**src/rtl/bsel_pkg.sv**
```systemverilog
package bsel_pkg;
  parameter int NUM_BANKS = 8;
  parameter int ADDR_W    = 32;
  parameter int CMP_LSB   = 15;
  parameter int TYPE_W    = 3;
  parameter int MACH_W    = 2;
  parameter int CFG_W     = 32;

  localparam int BANK_W   = $clog2(NUM_BANKS);
  localparam int CMP_W    = ADDR_W - CMP_LSB;
  localparam int TYPE_LSB = 12;
  localparam int PAR_BIT  = 11;
  localparam int WP_BIT   = 10;
  localparam int MACH_LSB = 8;
  localparam int VAL_BIT  = 0;

  localparam logic [1:0] SEL_BASE = 2'd0;
  localparam logic [1:0] SEL_OPT  = 2'd1;
  localparam logic [1:0] SEL_GLOB = 2'd2;

  typedef struct packed {
    logic [CMP_W-1:0]  base;
    logic [TYPE_W-1:0] typeCode;
    logic              parEn;
    logic              wrProt;
    logic [MACH_W-1:0] mach;
    logic              valid;
  } bankBase_t;

  typedef struct packed {
    logic [CMP_W-1:0]  addrMask;
    logic [TYPE_W-1:0] typeMask;
  } bankOpt_t;

  typedef struct packed {
    logic [NUM_BANKS-1:0] baseWr;
    logic [NUM_BANKS-1:0] optWr;
    logic                 globWr;
    logic                 capture;
  } ctrlStrobe_t;
endpackage

```
**src/rtl/bsel_ctrl.sv**
```systemverilog
module bsel_ctrl
  import bsel_pkg::*;
(
  input  logic              clk,
  input  logic              rstN,
  input  logic              cfgWrEn,
  input  logic [BANK_W-1:0] cfgBank,
  input  logic [1:0]        cfgSel,
  input  logic              reqValid,
  output ctrlStrobe_t       strobe,
  output logic              decodeValid
);
  logic [NUM_BANKS-1:0] bankDec;

  // one-hot decode of the addressed bank
  generate
    for (genvar g = 0; g < NUM_BANKS; g++) begin : gDec
      assign bankDec[g] = (cfgBank == BANK_W'(g));
    end
  endgenerate

  always_comb begin
    strobe.baseWr  = (cfgWrEn && cfgSel == SEL_BASE) ? bankDec : '0;
    strobe.optWr   = (cfgWrEn && cfgSel == SEL_OPT)  ? bankDec : '0;
    strobe.globWr  = cfgWrEn && (cfgSel == SEL_GLOB);
    strobe.capture = reqValid;
  end

  always_ff @(posedge clk) begin
    if (!rstN) decodeValid <= 1'b0;
    else       decodeValid <= reqValid;
  end
endmodule

```
**src/rtl/bsel_datapath.sv**
```systemverilog
module bsel_datapath
  import bsel_pkg::*;
(
  input  logic                 clk,
  input  logic                 rstN,
  input  ctrlStrobe_t          strobe,
  input  logic [CFG_W-1:0]     cfgData,
  input  logic [ADDR_W-1:0]    reqAddr,
  input  logic [TYPE_W-1:0]    reqType,
  input  logic                 reqWrite,
  output logic [NUM_BANKS-1:0] chipSel,
  output logic [MACH_W-1:0]    machSel,
  output logic                 violation,
  output logic                 noMatch,
  output logic                 parityEn,
  output logic                 parityOdd
);
  bankBase_t            baseQ [NUM_BANKS];
  bankOpt_t             optQ  [NUM_BANKS];
  logic                 parOddQ;
  logic [NUM_BANKS-1:0] hit;
  logic [BANK_W-1:0]    winIdx;
  logic                 anyHit;
  logic                 blocked;
  bankBase_t            winBase;
  bankBase_t            cfgBase;
  bankOpt_t             cfgOpt;
  logic                 unusedBits;

  assign unusedBits = ^{cfgData[TYPE_LSB-1:0], reqAddr[CMP_LSB-1:0]};

  // unpack a configuration word into descriptor fields
  always_comb begin
    cfgBase.base     = cfgData[ADDR_W-1:CMP_LSB];
    cfgBase.typeCode = cfgData[TYPE_LSB +: TYPE_W];
    cfgBase.parEn    = cfgData[PAR_BIT];
    cfgBase.wrProt   = cfgData[WP_BIT];
    cfgBase.mach     = cfgData[MACH_LSB +: MACH_W];
    cfgBase.valid    = cfgData[VAL_BIT];
    cfgOpt.addrMask  = cfgData[ADDR_W-1:CMP_LSB];
    cfgOpt.typeMask  = cfgData[TYPE_LSB +: TYPE_W];
  end

  // descriptor storage; bank 0 comes out of reset as a catch-all boot bank
  always_ff @(posedge clk) begin
    if (!rstN) begin
      for (int i = 0; i < NUM_BANKS; i++) begin
        baseQ[i]       <= '0;
        baseQ[i].valid <= (i == 0);
        optQ[i]        <= '0;
      end
      parOddQ <= 1'b0;
    end else begin
      for (int i = 0; i < NUM_BANKS; i++) begin
        if (strobe.baseWr[i]) baseQ[i] <= cfgBase;
        if (strobe.optWr[i])  optQ[i]  <= cfgOpt;
      end
      if (strobe.globWr) parOddQ <= cfgData[0];
    end
  end

  // per-bank comparators
  generate
    for (genvar g = 0; g < NUM_BANKS; g++) begin : gCmp
      logic addrOk;
      logic typeOk;
      assign addrOk = ((reqAddr[ADDR_W-1:CMP_LSB] ^ baseQ[g].base) & optQ[g].addrMask) == '0;
      assign typeOk = ((reqType ^ baseQ[g].typeCode) & optQ[g].typeMask) == '0;
      assign hit[g] = baseQ[g].valid && addrOk && typeOk;
    end
  endgenerate

  // lowest-numbered bank wins
  always_comb begin
    winIdx = '0;
    anyHit = 1'b0;
    for (int i = NUM_BANKS - 1; i >= 0; i--) begin
      if (hit[i]) begin
        winIdx = BANK_W'(i);
        anyHit = 1'b1;
      end
    end
    winBase = baseQ[winIdx];
    blocked = anyHit && reqWrite && winBase.wrProt;
  end

  always_ff @(posedge clk) begin
    if (!rstN) begin
      chipSel   <= '0;
      machSel   <= '0;
      violation <= 1'b0;
      noMatch   <= 1'b0;
      parityEn  <= 1'b0;
    end else if (strobe.capture && anyHit && !blocked) begin
      chipSel   <= NUM_BANKS'(1) << winIdx;
      machSel   <= winBase.mach;
      violation <= 1'b0;
      noMatch   <= 1'b0;
      parityEn  <= winBase.parEn;
    end else begin
      chipSel   <= '0;
      machSel   <= '0;
      violation <= strobe.capture && blocked;
      noMatch   <= strobe.capture && !anyHit;
      parityEn  <= 1'b0;
    end
  end

  assign parityOdd = parOddQ;
endmodule

```
**src/rtl/bank_select_unit.sv**
```systemverilog
module bank_select_unit
  import bsel_pkg::*;
(
  input  logic                 clk,
  input  logic                 rstN,
  input  logic                 cfgWrEn,
  input  logic [BANK_W-1:0]    cfgBank,
  input  logic [1:0]           cfgSel,
  input  logic [CFG_W-1:0]     cfgData,
  input  logic                 reqValid,
  input  logic [ADDR_W-1:0]    reqAddr,
  input  logic [TYPE_W-1:0]    reqType,
  input  logic                 reqWrite,
  output logic [NUM_BANKS-1:0] chipSel,
  output logic [MACH_W-1:0]    machSel,
  output logic                 violation,
  output logic                 noMatch,
  output logic                 parityEn,
  output logic                 parityOdd,
  output logic                 decodeValid
);
  ctrlStrobe_t strobe;

  bsel_ctrl uCtrl (
    .clk        (clk),
    .rstN       (rstN),
    .cfgWrEn    (cfgWrEn),
    .cfgBank    (cfgBank),
    .cfgSel     (cfgSel),
    .reqValid   (reqValid),
    .strobe     (strobe),
    .decodeValid(decodeValid)
  );

  bsel_datapath uPath (
    .clk      (clk),
    .rstN     (rstN),
    .strobe   (strobe),
    .cfgData  (cfgData),
    .reqAddr  (reqAddr),
    .reqType  (reqType),
    .reqWrite (reqWrite),
    .chipSel  (chipSel),
    .machSel  (machSel),
    .violation(violation),
    .noMatch  (noMatch),
    .parityEn (parityEn),
    .parityOdd(parityOdd)
  );
endmodule

```
**config.mk**
```make
export PLATFORM = sky130hd
export DESIGN_NAME = bank_select_unit
export DESIGN_NICKNAME = d
export VERILOG_FILES = /design/src/rtl/bsel_pkg.sv /design/src/rtl/bsel_ctrl.sv /design/src/rtl/bsel_datapath.sv /design/src/rtl/bank_select_unit.sv
export SDC_FILE = /design/constraint.sdc
export NUM_CORES = 1
export LEC_CHECK = 0
export CAP_MARGIN = 20
export CORE_ASPECT_RATIO = 1.5
export CORE_MARGIN = 2
export CORE_UTILIZATION = 45
export CTS_CLUSTER_DIAMETER = 150
export DETAILED_ROUTE_END_ITERATION = 7
export DONT_BUFFER_PORTS = 1
export PLACE_DENSITY = 0.56
export SLEW_MARGIN = 40
export SYNTH_ARGS = -nofsm -noshare
export SYNTH_HDL_FRONTEND = slang
export SYNTH_HIERARCHICAL = 1
export SYNTH_SLANG_ARGS = --single-unit
```
**constraint.sdc**
```tcl
create_clock -name clk -period 3 [get_ports clk]
set_clock_uncertainty 0.1 [all_clocks]
set_input_delay 0.15 -clock clk [delete_from_list [all_inputs] [get_ports clk]]
set_output_delay 0.15 -clock clk [all_outputs]
set_load 0.02 [all_outputs]
```
==> results of run 1 <==
==> per-layer routing <==
metal  routed length, um  GRT usage, %  vias up
met2               26000          46.9      375
met4                3390          16.9        0
met3                2670          4.36      134
met1               19300          29.8     5457
li1                    -             -     4920
met5                   0             0        -
==> flip-flops by register name (all words and copies together) (netlist names) <==
name	cells
uPath/machSel	2
uPath/baseQ	200
uPath/parityOdd	1
uPath/chipSel	8
uCtrl/decodeValid	1
uPath/parityEn	1
uPath/violation	1
uPath/noMatch	1
uPath/optQ	160
==> power by group <==
group / total [mW] / internal, mW / switching [mW]
clock network: 4.57 / 2.61 / 1.96
registers: 5.95 / 5.84 / 0.105
logic: 0.902 / 0.322 / 0.580
total: 11.4 / 8.78 / 2.64
==> area by class of cell <==
| class | count | area, um^2 | share of cell area (%) |
|---|---|---|---|
| antenna | 4 | 10.0 | 0.0521 |
| sequential | 375 | 10400 | 53.9 |
| clock buffer | 56 | 1100 | 5.71 |
| clock inverter | 11 | 81.3 | 0.423 |
| multi-input combinational | 834 | 6040 | 31.4 |
| tap | 484 | 606 | 3.15 |
| timing repair buffer | 115 | 1020 | 5.33 |
==> what timing repair did <==
item,in CTS,in global routing
gates resized for setup,2,27
endpoints found under the hold margin,402,4
buffers inserted,0,6
pin swaps,1,19
endpoints found under the setup margin,10,12
hold buffers,41,1
cloned,0,0
==> worst min-delay path by stage <==
stage                      startpoint                      endpoint  slack [ps]
after detailed placement     reqValid  uCtrl/decodeValid$_SDFF_PN0_         180
after CTS                 cfgData[27]  uPath/baseQ[2][20]$_DFFE_PP_           1
final                            rstN  uPath/baseQ[4][10]$_DFFE_PP_          20
after floorplan              reqValid  uCtrl/decodeValid$_SDFF_PN0_         170
after global routing             rstN  uPath/baseQ[4][18]$_DFFE_PP_          40
after global placement       reqValid  uCtrl/decodeValid$_SDFF_PN0_         180
==> cell usage after synthesis, types with 8 or more instances <==
cell	instances	share of area (%)
and3_1	146	5.5
a222oi_1	8	0.48
a21boi_0	27	1.2
nand3_1	9	0.27
and2_1	49	1.8
edfxtp_1	284	51
nand2b_1	41	1.5
nand2_1	72	1.6
nor2_1	18	0.40
clkbuf_1	76	1.7
nand4_1	37	1.4
mux2i_1	57	3.4
nor2b_1	51	1.9
dfxtp_1	91	11
buf_6	10	0.67
nor3_1	19	0.57
a22oi_1	88	3.9
xor2_1	160	8.4
buf_2	13	0.39
==> critical path, cell delays in order, from the launching register on <==
cell and delay, ps:
dfxtp_1 320, xor2_1 170, a22oi_1 250, buf_4 180
nand4_1 180, nor3_4 320, o211ai_2 190, a211oi_4 400
nand2_1 90, nand3_1 110, and3_4 200, buf_8 130
o22ai_1 90
==> kinds of logic (layout without fill, tap and decap cells) <==
| family | after synthesis | in the layout | share of synthesized area (%) |
|---|---|---|---|
| AO/OA/AOI/OAI | 148 | 148 | 6.86 |
| flip-flops | 375 | 375 | 61.9 |
| multiplexers | 57 | 57 | 3.41 |
| AND/OR/NAND/NOR | 469 | 469 | 16.5 |
| buffers and inverters | 104 | 182 | 2.95 |
| other | 0 | 4 | 0 |
| XOR/XNOR | 160 | 160 | 8.38 |
==> flow_metrics.py, run 1 <==
metrics = {
    "outcome": {
        "status": "completed",
    },
    "clocking": {
        "clock_sinks": 375,
        "cts_made_buffers": 37,
        "clock_latency_ps": 540,
        "cts_tree": "built",
        "clk_transition_reported_paths_ps": 60,
        "htreeDepth": 2,
        "clock_tree.root_cell": "clkbuf_16",
        "clock_tree.buffer_depth": 3,
    },
    "sta": {
        "fin_ws_ps": 147,
        "rsz0062_at_grt": "yes",
        "worst_slew_pin_slew_ps": 901,
        "period_share_pct": 95.1,
        "setup_viol": 0,
        "slew_violations": 0,
        "slew-limit-headroom_pct": 39.9,
        "period_needed_ps": 2850,
        "fmax_mhz": 351,
        "hold_slack_ps": 17.2,
        "setup_tns_ps": 0,
        "hold_viol_final": 0,
    },
    "cells_and_area": {
        "mostFrequentLayoutCell": "edfxtp_1",
        "n_fill_cell": 3195,
        "drive_gt1_share_pct": 12.2,
        "final_cells": 1879,
        "synthToLayoutAreaGrowth_pct": 14.8,
        "post-route-util_pct": 52.4,
        "num-nets-final": 1440,
        "final_cell_mix": "284 x edfxtp_1, 160 x xor2_1, 144 x and3_1",
        "finalInstanceArea_mm2": 0.0192,
    },
    "route": {
        "wl_per_cell_um": 27.3,
        "drt_iter0_drc": 811,
        "wirelength_um": 51300,
        "num_vias": 10900,
        "via_per_inst": 5.79,
        "drt-pass1-iter-count": 5,
        "drc": 0,
        "detail-route-antenna-nets": 0,
    },
    "worst_setup_path": {
        "cp_max_fo": 7,
        "r2r_cells": 12,
        "end_kind": "register",
        "cp-startpoint": "uPath/baseQ[6][16]$_SDFFE_PN0P_",
        "crit_type": "reg2reg",
        "worstPathRequired_ps": 3330,
        "worstReg2RegStart": "uPath/baseQ[6][16]$_SDFFE_PN0P_",
        "rr_endpoint": "uPath/machSel[1]$_SDFF_PN0_",
        "critPathArrivalTime_ps": 3180,
        "start_kind": "register",
        "setup.worst_path.end": "uPath/machSel[1]$_SDFF_PN0_",
        "reg2reg_slack_ps": 150,
    },
    "placed_design": {
        "gp_congestion": 1.01,
        "dpl.hpwl_um": 33200,
        "dpl-instance-area_mm2": 0.0174,
        "dp_cells": 1760,
        "preCtsSetupSlack_ps": -56.5,
        "io_buffers": 0,
    },
    "synthesis": {
        "seq_area_frac_synth_pct": 61.9,
        "synth_edf_count": 284,
        "synth-async-reset-ratio_pct": 0,
        "synth_nets": 1390,
        "yosysWarnings": 6,
        "synthesis.area_mm2": 0.0167,
        "yosys_register_bits": 375,
        "ys.flop_type": "edfxtp_1",
        "yosysUniqueCellTypes": 47,
        "avgSynthCellArea_um2": 12.7,
        "syn_inst": 1313,
    },
    "die": {
        "start_util_pct": 45.6,
        "ios": 92,
        "rows": 86,
        "die_h_um": 240,
        "core_mm2": 0.0367,
        "die_width_um": 161,
        "die-area_mm2": 0.0388,
    },
    "power_and_ir_drop": {
        "p_leak_nw": 7.29,
        "vdd_ir_drop_max_mv": 0.496,
        "powerDensity_mw_per_mm2": 594,
        "design_power_total_mw": 11.4,
    },
    "global_routing": {
        "grt_usage_pct": 26.6,
        "grt_pass1_wl_um": 73100,
        "grt_max_degree": 249,
        "grt-ovfl-total": 0,
        "grt_antenna_before_repair": 6,
        "grt_pass1_vias": 10900,
    },
    "run": {
        "maxCapViolCount": 0,
    },
    "min_path": {
        "hold_path_depth": 2,
        "hp-class": "in2reg",
    },
}
No activity file was read; power rests on OpenSTA's default activity.
==> run 2: changes to the inputs <==
Settings changed: PLACE_DENSITY 0.56 to 0.58.
Clock period 3 ns to 2.4 ns, I/O delays scaled along.
==> run 2 against run 1 <==
Net effect: the run now ends with negative setup slack left; fmax is 4.7% higher; register-to-register slack got worse by 470 ps; cell area increased by 12%; critical endpoint is now uPath/machSel[0]$_SDFF_PN0_; largest cell class unchanged.
==> flow_metrics.py, run 2 (synthesized netlist as in run 1, its figures left out) <==
metrics = {
    "min_path": {
        "hold_path_depth": 1,
        "hp-class": "in2reg",
        "holdCritStartpoint": "cfgData[0]",
        "hold_end": "uPath/baseQ[1][0]$_DFFE_PP_",
    },
    "placed_design": {
        "dpl.hpwl_um": 33900,
        "dpl-instance-area_mm2": 0.0177,
        "preCtsSetupSlack_ps": -496,
        "io_buffers": 0,
        "dp_cells": 1800,
        "gp_congestion": 0.921,
    },
    "worst_setup_path": {
        "start_kind": "register",
        "worstPathRequired_ps": 2760,
        "r2r_cells": 10,
        "crit_type": "reg2reg",
        "end_kind": "register",
        "reg2reg_slack_ps": -320,
        "rr_endpoint": "uPath/machSel[0]$_SDFF_PN0_",
        "worstReg2RegStart": "uPath/baseQ[7][12]$_SDFFE_PN0P_",
        "critPathArrivalTime_ps": 3090,
        "cp_max_fo": 10,
    },
    "outcome": {
        "status": "finished with violations",
        "failed_checks": "negative setup slack",
    },
    "sta": {
        "setup_tns_ps": -3380,
        "rsz0062_at_grt": "yes",
        "hold_viol_final": 0,
        "fmax_mhz": 367,
        "worst_slew_pin_slew_ps": 868,
        "period_share_pct": 114,
        "fin_ws_ps": -325,
        "slew-limit-headroom_pct": 42.0,
        "slew_violations": 0,
        "hold_slack_ps": 11.9,
        "period_needed_ps": 2720,
        "setup_viol": 12,
    },
    "clocking": {
        "clock_tree.buffer_depth": 3,
        "clock_latency_ps": 540,
        "cts_tree": "built",
        "cts_made_buffers": 38,
        "clock_tree.root_cell": "clkbuf_16",
        "clock_sinks": 375,
        "clk_transition_reported_paths_ps": 60,
        "htreeDepth": 2,
    },
    "cells_and_area": {
        "num-nets-final": 1665,
        "synthToLayoutAreaGrowth_pct": 28.2,
        "regArea_mm2": 0.0104,
        "final_cells": 2100,
        "n_fill_cell": 3012,
        "drive_gt1_share_pct": 14.4,
        "largest_reg_flops": 200,
        "final_cell_mix": "284 x edfxtp_1, 216 x dlygate4sd3_1, 156 x xor2_1",
        "finalInstanceArea_mm2": 0.0214,
        "reg_top3": "uPath/baseQ (200), uPath/optQ (160), uPath/chipSel (8)",
        "multiInputGateArea_mm2": 0.00617,
        "regMostFlops": "uPath/baseQ",
        "mostFrequentLayoutCell": "edfxtp_1",
    },
    "global_routing": {
        "grt.met1_usage_pct": 30.9,
        "grt_util_met3_pct": 3.74,
        "grt_usage_pct": 28.2,
        "grt-ovfl-total": 0,
        "grt-busiest-layer": "met2",
        "grt_pass1_vias": 12200,
        "grt_pass1_wl_um": 78600,
        "met2_usage_pct": 53.3,
        "grt_max_degree": 196,
        "grt_antenna_before_repair": 2,
    },
    "route": {
        "num_vias": 11900,
        "drt-pass1-iter-count": 8,
        "drc": 0,
        "detail-route-antenna-nets": 0,
        "drt_iter0_drc": 1121,
        "via_per_inst": 5.69,
        "wl_per_cell_um": 25.8,
        "wirelength_um": 54200,
    },
    "die": {
        "die_width_um": 161,
        "core_mm2": 0.0367,
        "die-area_mm2": 0.0388,
        "start_util_pct": 45.6,
        "ios": 92,
        "rows": 86,
        "die_h_um": 240,
    },
    "power_and_ir_drop": {
        "p_sw_mw": 3.30,
        "switching_share_pct": 23.1,
        "p_int_mw": 11.0,
        "pwr-share-seq_pct": 52.1,
        "p_leak_nw": 8.78,
        "powerDensity_mw_per_mm2": 666,
        "comb_power_share_pct": 8.2,
        "p_clk_share_pct": 39.7,
        "vdd_ir_drop_max_mv": 0.616,
    },
    "run": {
        "maxCapViolCount": 0,
    },
}
==> run 2: power groups by stage <==
stage	sequential, mW	combinational, mW	clock (mW)
floorplan	7.54	0.685	0
global placement	7.56	0.946	0
detailed placement	7.57	0.951	0
CTS	7.44	1.16	5.72
global route	7.47	1.24	5.97
finish	7.44	1.18	5.67
==> run 2: layout make-up <==
type                       instances  share of cell area, %
sequential                       375                   48.3
multi-input combinational        835                   28.8
timing repair buffer             338                   14.7
clock buffer                      54                   5.16
tap                              484                   2.82
clock inverter                    13                  0.268
antenna                            1                 0.0117
==> run 2: critical path, cell delays in order (launching register included) <==
cell      delay, ps
dfxtp_2         320
xor2_1          150
a222oi_1        350
nand3_2         220
or3_4           450
o21ai_4         230
a21oi_4         130
buf_8           160
buf_4           130
a211o_1         240
o22ai_1         160
==> run 2: worst max-delay path by stage <==
stage,from,to,slack [ps]
after global placement,uPath/baseQ[4][21]$_DFFE_PP_,uPath/machSel[1]$_SDFF_PN0_,-430
after global routing,uPath/baseQ[7][9]$_SDFFE_PN0P_,uPath/machSel[1]$_SDFF_PN0_,-460
after detailed placement,uPath/baseQ[7][6]$_SDFFE_PN0P_,uPath/machSel[1]$_SDFF_PN0_,-500
after floorplan,uPath/baseQ[7][12]$_SDFFE_PN0P_,uPath/chipSel[2]$_SDFF_PP0_,-6
after CTS,uPath/baseQ[4][22]$_DFFE_PP_,uPath/chipSel[4]$_SDFF_PN0_,-310
final,uPath/baseQ[7][12]$_SDFFE_PN0P_,uPath/machSel[0]$_SDFF_PN0_,-320
==> run 2: repair_timing <==
| item | in CTS | in global routing |
|---|---|---|
| resized for setup | 43 | 13 |
| hold buffers | 216 | 1 |
| gates cloned | 1 | 0 |
| pin swaps | 26 | 9 |
| endpoints found under the setup margin | 12 | 14 |
| setup buffers | 13 | 1 |
| hold endpoints to repair | 499 | 11 |
==> run 2: routing by layer <==
metal | share of wire (%) | wire (um) | vias up
met5 | 0 | 0 | -
met4 | 5.3 | 2850 | 0
met3 | 4.5 | 2430 | 107
met2 | 54 | 29100 | 382
met1 | 37 | 19800 | 6099
li1 | - | - | 5352
==> run 2: stage by stage <==
stage,total power [mW],util (%)
5_1_grt,14.7,58.4
3_5_place_dp,8.52,48.2
2_1_floorplan,8.22,-
6_report,14.3,58.4
4_1_cts,14.3,58.2
3_3_place_gp,8.51,48.2
